===== src/rtl/bkup_pkg.sv =====
package bkup_pkg;
    localparam int STAMP_BYTES = 5;
    localparam int STAMP_W     = STAMP_BYTES * 8;

    typedef logic [STAMP_BYTES-1:0][7:0] stamp_t;

    typedef enum logic {
        PWR_MAIN = 1'b0,
        PWR_BATT = 1'b1
    } pwr_mode_e;
endpackage


===== src/rtl/supply_sample.sv =====
module supply_sample #(
    parameter int VW = 13
) (
    input  logic          clk,
    input  logic          rst_n,
    input  logic [VW-1:0] vdd_i,
    input  logic [VW-1:0] vbat_i,
    input  logic          lp_i,
    output logic [VW-1:0] vdd_o,
    output logic [VW-1:0] vbat_o,
    output logic          lp_o
);
    typedef struct packed {
        logic [VW-1:0] vdd;
        logic [VW-1:0] vbat;
        logic          lp;
    } samp_t;

    samp_t samp_d, samp_q;

    always_comb begin
        samp_d      = samp_q;
        samp_d.vdd  = vdd_i;
        samp_d.vbat = vbat_i;
        samp_d.lp   = lp_i;
    end

    always_ff @(posedge clk or negedge rst_n) begin
        if (!rst_n) begin
            samp_q.vdd  <= '1;
            samp_q.vbat <= '0;
            samp_q.lp   <= 1'b0;
        end else begin
            samp_q <= samp_d;
        end
    end

    assign vdd_o  = samp_q.vdd;
    assign vbat_o = samp_q.vbat;
    assign lp_o   = samp_q.lp;
endmodule


===== src/rtl/switch_fsm.sv =====
module switch_fsm
    import bkup_pkg::*;
#(
    parameter int VW       = 13,
    parameter int HYS_BAT  = 50,
    parameter int TRIP_MV  = 2200,
    parameter int HYS_TRIP = 30
) (
    input  logic          clk,
    input  logic          rst_n,
    input  logic [VW-1:0] vdd_s,
    input  logic [VW-1:0] vbat_s,
    input  logic          lp_s,
    output pwr_mode_e     mode_o,
    output logic          go_batt_o,
    output logic          go_main_o
);
    localparam int WW = VW + 2;
    localparam logic [WW-1:0] HB  = WW'(HYS_BAT);
    localparam logic [WW-1:0] TLO = WW'(TRIP_MV);
    localparam logic [WW-1:0] THI = WW'(TRIP_MV + HYS_TRIP);

    typedef struct packed {
        pwr_mode_e mode;
    } fsm_t;

    fsm_t fsm_d, fsm_q;
    logic [WW-1:0] vdd_w, vbat_w;
    logic below_bat, above_bat, below_trip, above_trip;
    logic want_batt, want_main;

    always_comb begin
        vdd_w      = WW'(vdd_s);
        vbat_w     = WW'(vbat_s);
        below_bat  = (vdd_w + HB) < vbat_w;
        above_bat  = vdd_w > (vbat_w + HB);
        below_trip = vdd_w < TLO;
        above_trip = vdd_w > THI;
        if (lp_s) begin
            want_batt = below_bat;
            want_main = above_bat;
        end else begin
            want_batt = below_bat && below_trip;
            want_main = above_bat || above_trip;
        end
        fsm_d     = fsm_q;
        go_batt_o = 1'b0;
        go_main_o = 1'b0;
        case (fsm_q.mode)
            PWR_MAIN: if (want_batt) begin
                fsm_d.mode = PWR_BATT;
                go_batt_o  = 1'b1;
            end
            PWR_BATT: if (want_main) begin
                fsm_d.mode = PWR_MAIN;
                go_main_o  = 1'b1;
            end
            default: fsm_d.mode = PWR_MAIN;
        endcase
    end

    always_ff @(posedge clk or negedge rst_n) begin
        if (!rst_n) fsm_q.mode <= PWR_MAIN;
        else        fsm_q      <= fsm_d;
    end

    assign mode_o = fsm_q.mode;
endmodule


===== src/rtl/stamp_bank.sv =====
module stamp_bank
    import bkup_pkg::*;
#(
    parameter bit KEEP_FIRST = 1'b1
) (
    input  logic       clk,
    input  logic       rst_n,
    input  logic       capture_i,
    input  stamp_t     time_i,
    input  logic       wr_hit_i,
    input  logic [2:0] wr_idx_i,
    input  logic [7:0] wr_data_i,
    output stamp_t     stamp_o
);
    typedef struct packed {
        stamp_t bytes;
    } bank_t;

    bank_t bank_d, bank_q;
    logic  empty;

    always_comb begin
        bank_d = bank_q;
        empty  = (bank_q.bytes == '0);
        if (wr_hit_i && (wr_data_i == 8'h00) && (int'(wr_idx_i) < STAMP_BYTES))
            bank_d.bytes[wr_idx_i] = 8'h00;
        if (capture_i && (!KEEP_FIRST || empty))
            bank_d.bytes = time_i;
    end

    always_ff @(posedge clk or negedge rst_n) begin
        if (!rst_n) bank_q <= '0;
        else        bank_q <= bank_d;
    end

    assign stamp_o = bank_q.bytes;
endmodule


===== src/rtl/bkup_switch_ctrl.sv =====
module bkup_switch_ctrl
    import bkup_pkg::*;
#(
    parameter int VW       = 13,
    parameter int HYS_BAT  = 50,
    parameter int TRIP_MV  = 2200,
    parameter int HYS_TRIP = 30
) (
    input  logic               clk,
    input  logic               rst_n,
    input  logic [VW-1:0]      vdd_mv,
    input  logic [VW-1:0]      vbat_mv,
    input  logic               low_pwr,
    input  logic [STAMP_W-1:0] now_time,
    input  logic               wr_en,
    input  logic               wr_bank,
    input  logic [2:0]         wr_idx,
    input  logic [7:0]         wr_data,
    output logic               on_battery,
    output logic               bus_en,
    output logic [STAMP_W-1:0] v2b_stamp,
    output logic [STAMP_W-1:0] b2v_stamp
);
    logic [VW-1:0] vdd_s, vbat_s;
    logic          lp_s;
    pwr_mode_e     mode;
    logic          go_batt, go_main;
    stamp_t        stamps [2];

    supply_sample #(.VW(VW)) u_samp (
        .clk(clk), .rst_n(rst_n),
        .vdd_i(vdd_mv), .vbat_i(vbat_mv), .lp_i(low_pwr),
        .vdd_o(vdd_s), .vbat_o(vbat_s), .lp_o(lp_s)
    );

    switch_fsm #(
        .VW(VW), .HYS_BAT(HYS_BAT), .TRIP_MV(TRIP_MV), .HYS_TRIP(HYS_TRIP)
    ) u_fsm (
        .clk(clk), .rst_n(rst_n),
        .vdd_s(vdd_s), .vbat_s(vbat_s), .lp_s(lp_s),
        .mode_o(mode), .go_batt_o(go_batt), .go_main_o(go_main)
    );

    // bank 0 keeps the first power-down, bank 1 the latest power-up
    for (genvar g = 0; g < 2; g++) begin : g_bank
        logic hit;
        assign hit = wr_en && (mode == PWR_MAIN) && (wr_bank == 1'(g));
        stamp_bank #(.KEEP_FIRST(g == 0)) u_bank (
            .clk(clk), .rst_n(rst_n),
            .capture_i((g == 0) ? go_batt : go_main),
            .time_i(stamp_t'(now_time)),
            .wr_hit_i(hit), .wr_idx_i(wr_idx), .wr_data_i(wr_data),
            .stamp_o(stamps[g])
        );
    end

    assign on_battery = (mode == PWR_BATT);
    assign bus_en     = (mode == PWR_MAIN);
    assign v2b_stamp  = stamps[0];
    assign b2v_stamp  = stamps[1];
endmodule


===== config.mk =====
export PLATFORM = sky130hd
export DESIGN_NAME = bkup_switch_ctrl
export DESIGN_NICKNAME = d
export VERILOG_FILES = /design/src/rtl/bkup_pkg.sv /design/src/rtl/supply_sample.sv /design/src/rtl/switch_fsm.sv /design/src/rtl/stamp_bank.sv /design/src/rtl/bkup_switch_ctrl.sv
export SDC_FILE = /design/constraint.sdc
export NUM_CORES = 1
export LEC_CHECK = 0
export BUFFER_PORTS_ARGS = -buffer_cell sky130_fd_sc_hd__buf_2
export CELL_PAD_IN_SITES_DETAIL_PLACEMENT = 2
export CELL_PAD_IN_SITES_GLOBAL_PLACEMENT = 2
export CORE_UTILIZATION = 35
export CTS_CLUSTER_DIAMETER = 100
export DETAILED_ROUTE_END_ITERATION = 16
export PLACE_DENSITY_LB_ADDON = 0.1
export SLEW_MARGIN = 5
export SYNTH_ARGS = -nofsm -noshare
export SYNTH_HDL_FRONTEND = slang
export SYNTH_SLANG_ARGS = --single-unit

===== constraint.sdc =====
create_clock -name clk -period 5.33 [get_ports clk]
set_input_delay 0.2665 -clock clk [delete_from_list [all_inputs] [get_ports clk]]
set_output_delay 0.2665 -clock clk [all_outputs]
set_load 0.05 [all_outputs]

==> results of run 1 <==
-- final timing paths --
kind / to / start / slack, ns / depth (start not counted)
setup / recovery: g_bank[1].u_bank.stamp_o[12] / u_samp.vbat_o[1] / 1.52 / 12
hold / removal: u_samp.vbat_o[3] / vbat_mv[3] / 0.009 / 1
setup reg to reg: g_bank[1].u_bank.stamp_o[12] / u_samp.vbat_o[1] / 1.52 / 12
hold reg to reg: g_bank[0].u_bank.stamp_o[39] / g_bank[0].u_bank.stamp_o[39] / 0.52 / 2
max in group asynchronous: g_bank[1].u_bank.stamp_o[31] / rst_n / 4.11 / 2
min in group asynchronous: g_bank[0].u_bank.stamp_o[12] / rst_n / 0.04 / 1
-- repair_timing --
| action | CTS | global route |
|---|---|---|
| buffers inserted | 0 | 0 |
| hold buffers | 15 | 4 |
| endpoints found under the hold margin | 15 | 4 |
-- stage by stage --
stage,setup WS [ns],hold WS (ns)
global placement,1.86,0.371
global route,1.35,0.00186
detailed placement,1.65,0.373
floorplan,2.37,-0.0291
CTS,1.62,0.000484
finish,1.52,0.00908
-- layer usage --
metal,vias to the layer above,GRT usage
met2,226,0.504
met5,-,0
met3,27,0.0350
met1,3952,0.410
met4,0,0.0775
li1,3271,-
-- flip-flops by register name, indices dropped and copies added (netlist names) --
signal / flops
g_bank.u_bank.stamp_o: 80
u_fsm.mode_o: 1
u_samp.lp_o: 1
u_samp.vbat_o: 13
u_samp.vdd_o: 13
-- kinds of logic (layout without fill, tap and decap cells) --
logic type,count (synthesis),after routing,synth area share
buffers and inverters,98,227,0.0615
other,0,1,0
AO/OA/AOI/OAI,154,154,0.188
flip-flops,108,108,0.395
adder cells (fa/ha/maj),27,27,0.0491
XOR/XNOR,18,18,0.0229
AND/OR/NAND/NOR,366,366,0.283
-- cell usage in the layout (no fill, tap or decap), drive strengths merged, types with 2 or more instances in the layout --
master | Yosys | routed
buf | 11 | 175
nand3 | 129 | 129
dfrtp | 95 | 95
nand2 | 91 | 91
nand4 | 50 | 50
or4 | 42 | 42
o2111ai | 41 | 41
o311a | 40 | 40
o31ai | 40 | 40
ha | 27 | 27
dlygate4sd3 | 0 | 19
nor2 | 19 | 19
inv | 17 | 17
xnor2 | 15 | 15
nor4 | 13 | 13
dfstp | 13 | 13
clkbuf | 68 | 13
a211oi | 7 | 7
a21oi | 5 | 5
o21ai | 5 | 5
nor4bb | 3 | 3
nand2b | 3 | 3
xor2 | 3 | 3
o211ai | 3 | 3
o21a | 3 | 3
and4b | 2 | 2
nand4b | 2 | 2
or4b | 2 | 2
nor3 | 2 | 2
and3 | 2 | 2
a211o | 2 | 2
a21o | 2 | 2
clkinvlp | 0 | 2
and2 | 2 | 2
nor4b | 2 | 2
-- report_power, final --
group          switching [W]  internal, W  total [W]  leakage [nW]
combinational        0.00133     0.000536    0.00186          2.20
sequential          0.000186      0.00102    0.00120          1.29
clock               0.000333     0.000333   0.000666         0.126
total                0.00185      0.00189    0.00373          3.61
-- final cells by class --
class | instances | area [sq um]
timing repair buffer | 194 | 1110
clock buffer | 13 | 250
inverter | 17 | 63.8
sequential | 108 | 2720
fill | 2101 | 10700
multi-input combinational | 565 | 3780
antenna | 1 | 2.50
tap | 260 | 325
clock inverter | 3 | 23.8
-- worst max-delay path, cell delays in order, from the launching register on --
cell	delay, ns
dfrtp_1	0.41
ha_1	0.24
a211oi_1	0.15
nor3_1	0.51
nand2_1	0.21
xnor2_1	0.17
ha_1	0.30
nand4_1	0.16
nor4_1	0.52
a21oi_4	0.03
buf_4	0.38
o311a_1	0.48
nand3_1	0.09
==> results.md, run 1 <==
- Status: complete, no violations
- CTS tree: done
- Share of the synthesized area in the top cell type: 0.346
- Vias in the first global route: between 7000 and 8000
- First-pass GRT wire length: 46.4 mm
- Top achievable clock speed: roughly 260 MHz
- RSZ-0062 raised after global routing: false
- Max Used Layer: met4
- PortBufs: around 160
- Startpoint types: flip-flop
- Met2 Wirelength: about 15 mm
- Clock Skews: approximately 0.012 ns
- Pleak: between 3 and 4 nW
- Mapped cell area: 6880 sq um
- Dpl hpwl: 19.3 mm
- Slew at the pin closest to its max-slew limit: around 1.2 ns
- I/O pin total: ~160
- Syn nets: 880
- Synthesis-to-finish area growth: 20.4%
- Post-cts resize count: 0
- Placed cells: around 1100
- Non-filler instance count after layout: approximately 1200
- Main flop type after synthesis: dfrtp_1
- DRC Markers: 0
- Post-synth EDFFs: 0
- Share of cells above drive strength 1: 0.234
- Pwr Density: 451 nW/um^2
- Post-synthesis async set-or-reset flop share: 1.00
- Reg clk slew, reported paths: 0.07 ns
- Maximum fanout along the worst path: 81
- Count of final setup violators: 0
- Clk sink count: approximately 110
- Total global-route track usage: 0.301
- Post-placement cell area: around 7800 sq um
- H-tree Lvls: 3
- Fin util: 0.437
- Drt total wl: a little under 30 mm
- Tcrit/Tclk final: 0.714
- Drt pass-1 iters: 4
- CP Data Required Time: 5.62 ns
- Post-synthesis register bit count: roughly 110
- Root buffer cell: clkbuf_16
- Synth unique cells: 46
- Max-Cap Viols: 0
- Worst-Skew Late Latency: roughly 0.37 ns
- Initial Utilization: 0.363
- Nets: approximately 1000
- Vias: roughly 7500
- Post-synth top cells: nand3_1, dfrtp_1, nand2_1
- CP Capture Type: flip-flop
- VDD IR max: 0.273 mV
- Core Rows: 50
- Die width: 142 microns
- Largest net degree at the start of global routing: 84
- CTS buffer count: 9
- Power Total: between 0.003 and 0.004 W
- DR iter-0 viols: ~520
- Max_slew headroom: 0.194
- Ys Warns: 0
- Ranking of synthesized cells by area: dfrtp_1, nand3_1, o311a_1, o2111ai_1, dfstp_2
- Per-cell routed wire length: 25.4 microns
- Layout Cell Area excl Fill: slightly above 8000 sq um
- Final Max Tran Viols: 0
- DRT antenna net count: 0
- Avg Cell Area, Syn: approximately 8.9 sq um
- Core Region: about 19000 sq um
- Vias per Instance: roughly 6.4
- Hold Vio Cnt, Final: 0
- DIE HEIGHT: about 140 microns
- GR Overflow Total: 0
- Die area: between 20000 and 25000 sq um
- Cell taking the most area after synthesis: dfrtp_1
- Seq/Total Area, Yosys: 0.395
- TNS Setup: 0 ns
- DR WL met3: about 1.3 mm
- Tmin final: approximately 3.8 ns
- GP Congestion: between 0.9 and 1
- Max clock buf depth: 2
- Worst min-delay path class: input port to flip-flop
- Cells after Synth: 771
- WS Path Type: flip-flop to flip-flop
- Antenna violations before repair: 1
- Arr. time, crit path: approximately 4 ns
- Count leader, synth: nand3_1
- M1 WL: around 13 mm
Power figures use the tool's default switching activity.
==> inputs of run 2 (changes only) <==
--- a/config.mk
+++ b/config.mk
@@ -8,7 +8,7 @@
 export BUFFER_PORTS_ARGS = -buffer_cell sky130_fd_sc_hd__buf_2
 export CELL_PAD_IN_SITES_DETAIL_PLACEMENT = 2
 export CELL_PAD_IN_SITES_GLOBAL_PLACEMENT = 2
-export CORE_UTILIZATION = 35
+export CORE_UTILIZATION = 29
 export CTS_CLUSTER_DIAMETER = 100
 export DETAILED_ROUTE_END_ITERATION = 16
 export PLACE_DENSITY_LB_ADDON = 0.1
==> constraint.sdc (replaced) <==
create_clock -name clk -period 3.3 [get_ports clk]
set_input_delay 0.165 -clock clk [delete_from_list [all_inputs] [get_ports clk]]
set_output_delay 0.165 -clock clk [all_outputs]
set_load 0.05 [all_outputs]
==> results.md, run 2 (synthesis gave the netlist of run 1 again) <==
- Status: complete, no violations
- Register area: approximately 2700 sq um
- TNS Setup: 0 ns
- DR iter-0 viols: between 300 and 400
- Vias: between 7000 and 8000
- Tmin final: between 3 and 4 ns
- Filler cell count in the final layout: between 2000 and 3000
- Multi-input logic area: about 3800 sq um
- Max_slew headroom: 0.369
- Final Max Tran Viols: 0
- DRC Markers: 0
- CTS buffer count: 9
- Reg clk slew, reported paths: 0.08 ns
- CP Data Required Time: ~3.6 ns
- PortBufs: ~160
- Worst setup path start: u_samp.vbat_o[1]
- Reg2Reg Launch Point: u_samp.vbat_o[1]
- Depth of the worst register-to-register path: 14
- Initial Utilization: 0.300
- Reg2reg setup slack: about 0.18 ns
- Crit path to: g_bank[1].u_bank.stamp_o[4]
- Power Total: ~0.0062 W
- Layout Cell Area excl Fill: slightly below 9000 sq um
- Hold Vio Cnt, Final: 0
- VDD IR max: 0.336 mV
- Worst hold slack: a little over 0.08 ns
- Pwr Density: a little over 700 nW/um^2
- CTS tree: done
- Die area: roughly 24000 sq um
- Clk sink count: around 110
- Antenna violations before repair: 6
- Tcrit/Tclk final: 0.946
- Largest net degree at the start of global routing: 84
- Hold Startpoint: now_time[6]
- Vias in the first global route: approximately 8000
- Arr. time, crit path: 3.41 ns
- Dpl hpwl: 20.3 mm
- Synthesis-to-finish area growth: 26.2%
- RSZ-0062 raised after global routing: false
- Maximum fanout along the worst path: 42
- Core Rows: 55
- Root buffer cell: clkbuf_16
- Max-Cap Viols: 0
- Vias per Instance: 5.95
- H-tree Lvls: 3
- Per-cell routed wire length: about 24 microns
- Top achievable clock speed: ~320 MHz
- Clock Skews: slightly above 0.01 ns
- Drt total wl: roughly 30 mm
- Pleak: approximately 3.8 nW
- DIE HEIGHT: approximately 160 microns
- DRT antenna net count: 0
- Nets: just over 1000
- CP Capture Type: flip-flop
- Most common cell after layout, fill and taps aside: buf_2
- Share of cells above drive strength 1: 0.246
- Drt pass-1 iters: 4
- Max clock buf depth: 2
- Post-placement cell area: roughly 8100 sq um
- Total global-route track usage: 0.250
- Postcts setup bufs: 0
- Worst-Skew Late Latency: 0.36 ns
- Setup WS post-layout: 0.179 ns
- Post-Place Setup Slack: approximately 0.032 ns
- GR Overflow Total: 0
- Die width: 156 microns
- R2R Path End: g_bank[1].u_bank.stamp_o[4]
- Most frequent cells in the layout: buf_2, nand3_1, dfrtp_1
- Max reg flops: 80
- Slew at the pin closest to its max-slew limit: 0.946 ns
- First-pass GRT wire length: 46.8 mm
- Core Region: 22900 sq um
- WS Path Type: flip-flop to flip-flop
- Startpoint types: flip-flop
- I/O pin total: 164
- GP Congestion: approximately 0.84
- Count of final setup violators: 0
- Worst min-delay path class: input port to flip-flop
## run 2: cell types whose count changed in the layout (fill, tap and decap cells not counted), moves of 3 or more
cell           previous run  this run
dlygate4sd3_1            19        28
buf_12                    1         8
buf_4                    12        18
diode_2                   1         4
clkbuf_8                  1         4
## run 2: repair_timing
item                                    in CTS  in global routing
hold buffers                                28                  0
gates resized for setup                      0                  2
endpoints found under the setup margin       0                 79
endpoints found under the hold margin       53                  0
## run 2: layer usage
metal  GRT usage  vias up  share of wire
li1            -     3313              -
met1       0.344     3824           0.46
met2       0.399      200           0.47
met3      0.0486       28          0.055
met4      0.0668        4          0.014
met5           0        -        0.00091
## run 2: critical path, cell delays in order (launching register included)
cell and delay [ns]:
dfrtp_1 0.40, ha_1 0.23, a211oi_1 0.10, buf_4 0.16
nor3_2 0.24, nand2_1 0.12, xnor2_1 0.14, ha_1 0.30
nand4_1 0.13, nor4_1 0.32, buf_4 0.18, a21oi_4 0.04
buf_12 0.18, o311a_1 0.38, nand3_1 0.09
## run 2: worst min-delay path by stage
stage                                             end  slack (ns)  depth (start not counted)
after floorplan           g_bank[0].u_bank.stamp_o[0]       -0.13                          0
after global placement               u_samp.vbat_o[9]        0.19                          1
after detailed placement             u_samp.vbat_o[9]        0.20                          1
after CTS                 g_bank[0].u_bank.stamp_o[6]        0.07                          3
after global routing      g_bank[0].u_bank.stamp_o[6]        0.09                          3
final                     g_bank[0].u_bank.stamp_o[6]        0.08                          3
## run 2: report_power, final
part | internal (W) | switching (W) | leakage (nW)
logic | 0.000896 | 0.00216 | 2.34
clock network | 0.000678 | 0.000542 | 0.160
registers | 0.00164 | 0.000295 | 1.29
## run 2: cell type report
type,instances,share of cell area
Tap cell,313,0.0451
Sequential cell,108,0.313
Antenna cell,4,0.00115
Clock inverter,2,0.00447
Clock buffer,14,0.0327
Timing Repair Buffer,216,0.160
Multi-Input combinational cell,565,0.436
Inverter,17,0.00735
## run 2: per-stage QoR
step	util	std cells
floorplan	-	771
global placement	0.352	1191
detailed placement	0.352	1191
CTS	0.378	1235
global route	0.379	1238
finish	0.379	1239
==> inputs of run 3 (changes only) <==
--- a/config.mk
+++ b/config.mk
@@ -8,6 +8,7 @@
 export BUFFER_PORTS_ARGS = -buffer_cell sky130_fd_sc_hd__buf_2
 export CELL_PAD_IN_SITES_DETAIL_PLACEMENT = 2
 export CELL_PAD_IN_SITES_GLOBAL_PLACEMENT = 2
+export CORE_ASPECT_RATIO = 2
 export CORE_UTILIZATION = 29
 export CTS_CLUSTER_DIAMETER = 100
 export DETAILED_ROUTE_END_ITERATION = 16
==> results.md, run 3 (synthesis gave the netlist of run 1 again) <==
- Synthesis-to-finish area growth: 31.3%
- Clk sink count: 108
- DR iter-0 viols: 320
- Clock Skews: ~0.01 ns
- Pwr Density: 699 nW/um^2
- Nets: roughly 1100
- Tcrit/Tclk final: 0.982
- Die area: between 20000 and 25000 sq um
- Hold Path End: g_bank[0].u_bank.stamp_o[20]
- Die width: between 100 and 150 microns
- DIE HEIGHT: roughly 220 microns
- Vias in the first global route: between 8000 and 9000
- DRC Markers: 0
- I/O pin total: ~160
- Max-Cap Viols: 0
- Hold Startpoint: now_time[20]
- Worst min-delay path class: input port to flip-flop
- CTS buffer count: 9
- First-pass GRT wire length: 49.1 mm
- Depth of the worst register-to-register path: 14
- Per-cell routed wire length: between 20 and 30 microns
- Arr. time, crit path: between 3 and 4 ns
- GP Congestion: ~0.84
- Root buffer cell: clkbuf_16
- Most common cell after layout, fill and taps aside: buf_2
- CP Data Required Time: approximately 3.6 ns
- Top achievable clock speed: 308 MHz
- Layout Cell Area excl Fill: 9030 sq um
- DRT antenna net count: 0
- Max_slew headroom: 0.372
- R2R Path End: g_bank[1].u_bank.stamp_o[12]
- Largest net degree at the start of global routing: a little over 80
- Worst-Skew Late Latency: 0.38 ns
- Reg clk slew, reported paths: 0.08 ns
- Reg2Reg Launch Point: u_samp.vbat_o[2]
- Power Total: 0.00632 W
- VDD IR max: 0.441 mV
- Drt pass-1 iters: 4
- Worst setup path start: u_samp.vbat_o[2]
- Most frequent cells in the layout: buf_2, nand3_1, dfrtp_1
- Vias per Instance: between 6 and 7
- Antenna violations before repair: 2
- CTS tree: done
- Register area: between 2000 and 3000 sq um
- Status: complete, no violations
- H-tree Lvls: 3
- WS Path Type: flip-flop to flip-flop
- Count of final setup violators: 0
- RSZ-0062 raised after global routing: true
- Initial Utilization: 0.296
- Drt total wl: between 30 and 40 mm
- CP Capture Type: flip-flop
- Final Max Tran Viols: 0
- Max reg flops: 80
- Hold Vio Cnt, Final: 0
- Startpoint types: flip-flop
- GR Overflow Total: 0
- Core Region: 23200 sq um
- Vias: about 7500
- Dpl hpwl: between 20 and 25 mm
- Hold path depth: 3
- Fin util: 0.389
- Placed cells: 1187
- Non-filler instance count after layout: about 1200
- Maximum fanout along the worst path: 16
- Post-placement cell area: a little over 8000 sq um
- Multi-input logic area: between 3000 and 4000 sq um
- Total global-route track usage: 0.268
- Core Rows: 79
- Filler cell count in the final layout: roughly 2600
- Pleak: between 3 and 4 nW
- Slew at the pin closest to its max-slew limit: approximately 0.94 ns
- Reg2reg setup slack: between 0.05 and 0.06 ns
- Tmin final: roughly 3.2 ns
- Share of cells above drive strength 1: 0.290
- Max clock buf depth: 2
- PortBufs: about 160
-- run 3: cell count changes in the layout (fill, tap and decap cells not counted), moves of 3 or more --
cell	previous run	this run
buf_12	8	11
diode_2	4	1
o31ai_1	40	33
buf_4	18	43
o31ai_2	0	7
-- run 3: worst max-delay path by stage --
stage                                   end  slack [ns]
2_1_floorplan   g_bank[1].u_bank.stamp_o[0]        0.34
3_3_place_gp   g_bank[1].u_bank.stamp_o[13]        0.06
3_5_place_dp   g_bank[1].u_bank.stamp_o[13]       -0.19
4_1_cts         g_bank[0].u_bank.stamp_o[1]        0.04
5_1_grt        g_bank[1].u_bank.stamp_o[26]       -0.06
6_report       g_bank[1].u_bank.stamp_o[12]        0.06
-- run 3: timing repair --
item | 4_1_cts | 5_1_grt
pin swaps | 0 | 8
setup endpoints to repair | 42 | 64
resized for setup | 3 | 19
hold endpoints to repair | 77 | 0
hold buffers | 28 | 0
buffers inserted | 0 | 5
gates cloned | 0 | 2
-- run 3: power breakdown --
| part | total, W | internal [W] | switching (W) |
|---|---|---|---|
| logic | 0.00319 | 0.000966 | 0.00222 |
| clock network | 0.00118 | 0.000629 | 0.000546 |
| registers | 0.00195 | 0.00164 | 0.000311 |
-- run 3: layer usage --
layer	track usage	up-vias	part of all wire
met1	0.260	3862	0.34
met5	0	-	0.00037
li1	-	3378	-
met3	0.0374	71	0.033
met2	0.525	209	0.57
met4	0.166	2	0.054
-- run 3: per-stage QoR --
step                worst slack [ns]  TNS (ns)  hold slack, ns
detailed placement            -0.194     -5.81           0.272
floorplan                      0.341         0          -0.131
global route                 -0.0592     -1.25          0.0811
CTS                           0.0429         0          0.0544
finish                        0.0584         0          0.0680
global placement              0.0645         0           0.270
-- run 3: cell type report --
type	count	share of cell area
inverter	17	0.00707
antenna	1	0.000277
sequential	108	0.301
multi-input combinational	565	0.429
clock buffer	12	0.0284
tap	283	0.0392
timing repair buffer	249	0.190
clock inverter	4	0.00527
-- run 3: worst max-delay path, stage by stage, from the launching register on --
cell and delay, ns:
dfrtp_1 0.37, ha_2 0.20, a211oi_1 0.08, buf_4 0.16
nor3_4 0.30, nand2_2 0.12, xnor2_2 0.15, ha_1 0.32
buf_4 0.14, o211ai_1 0.28, a21oi_4 0.11, buf_12 0.16
buf_6 0.15, or4_4 0.54, nand3_1 0.09
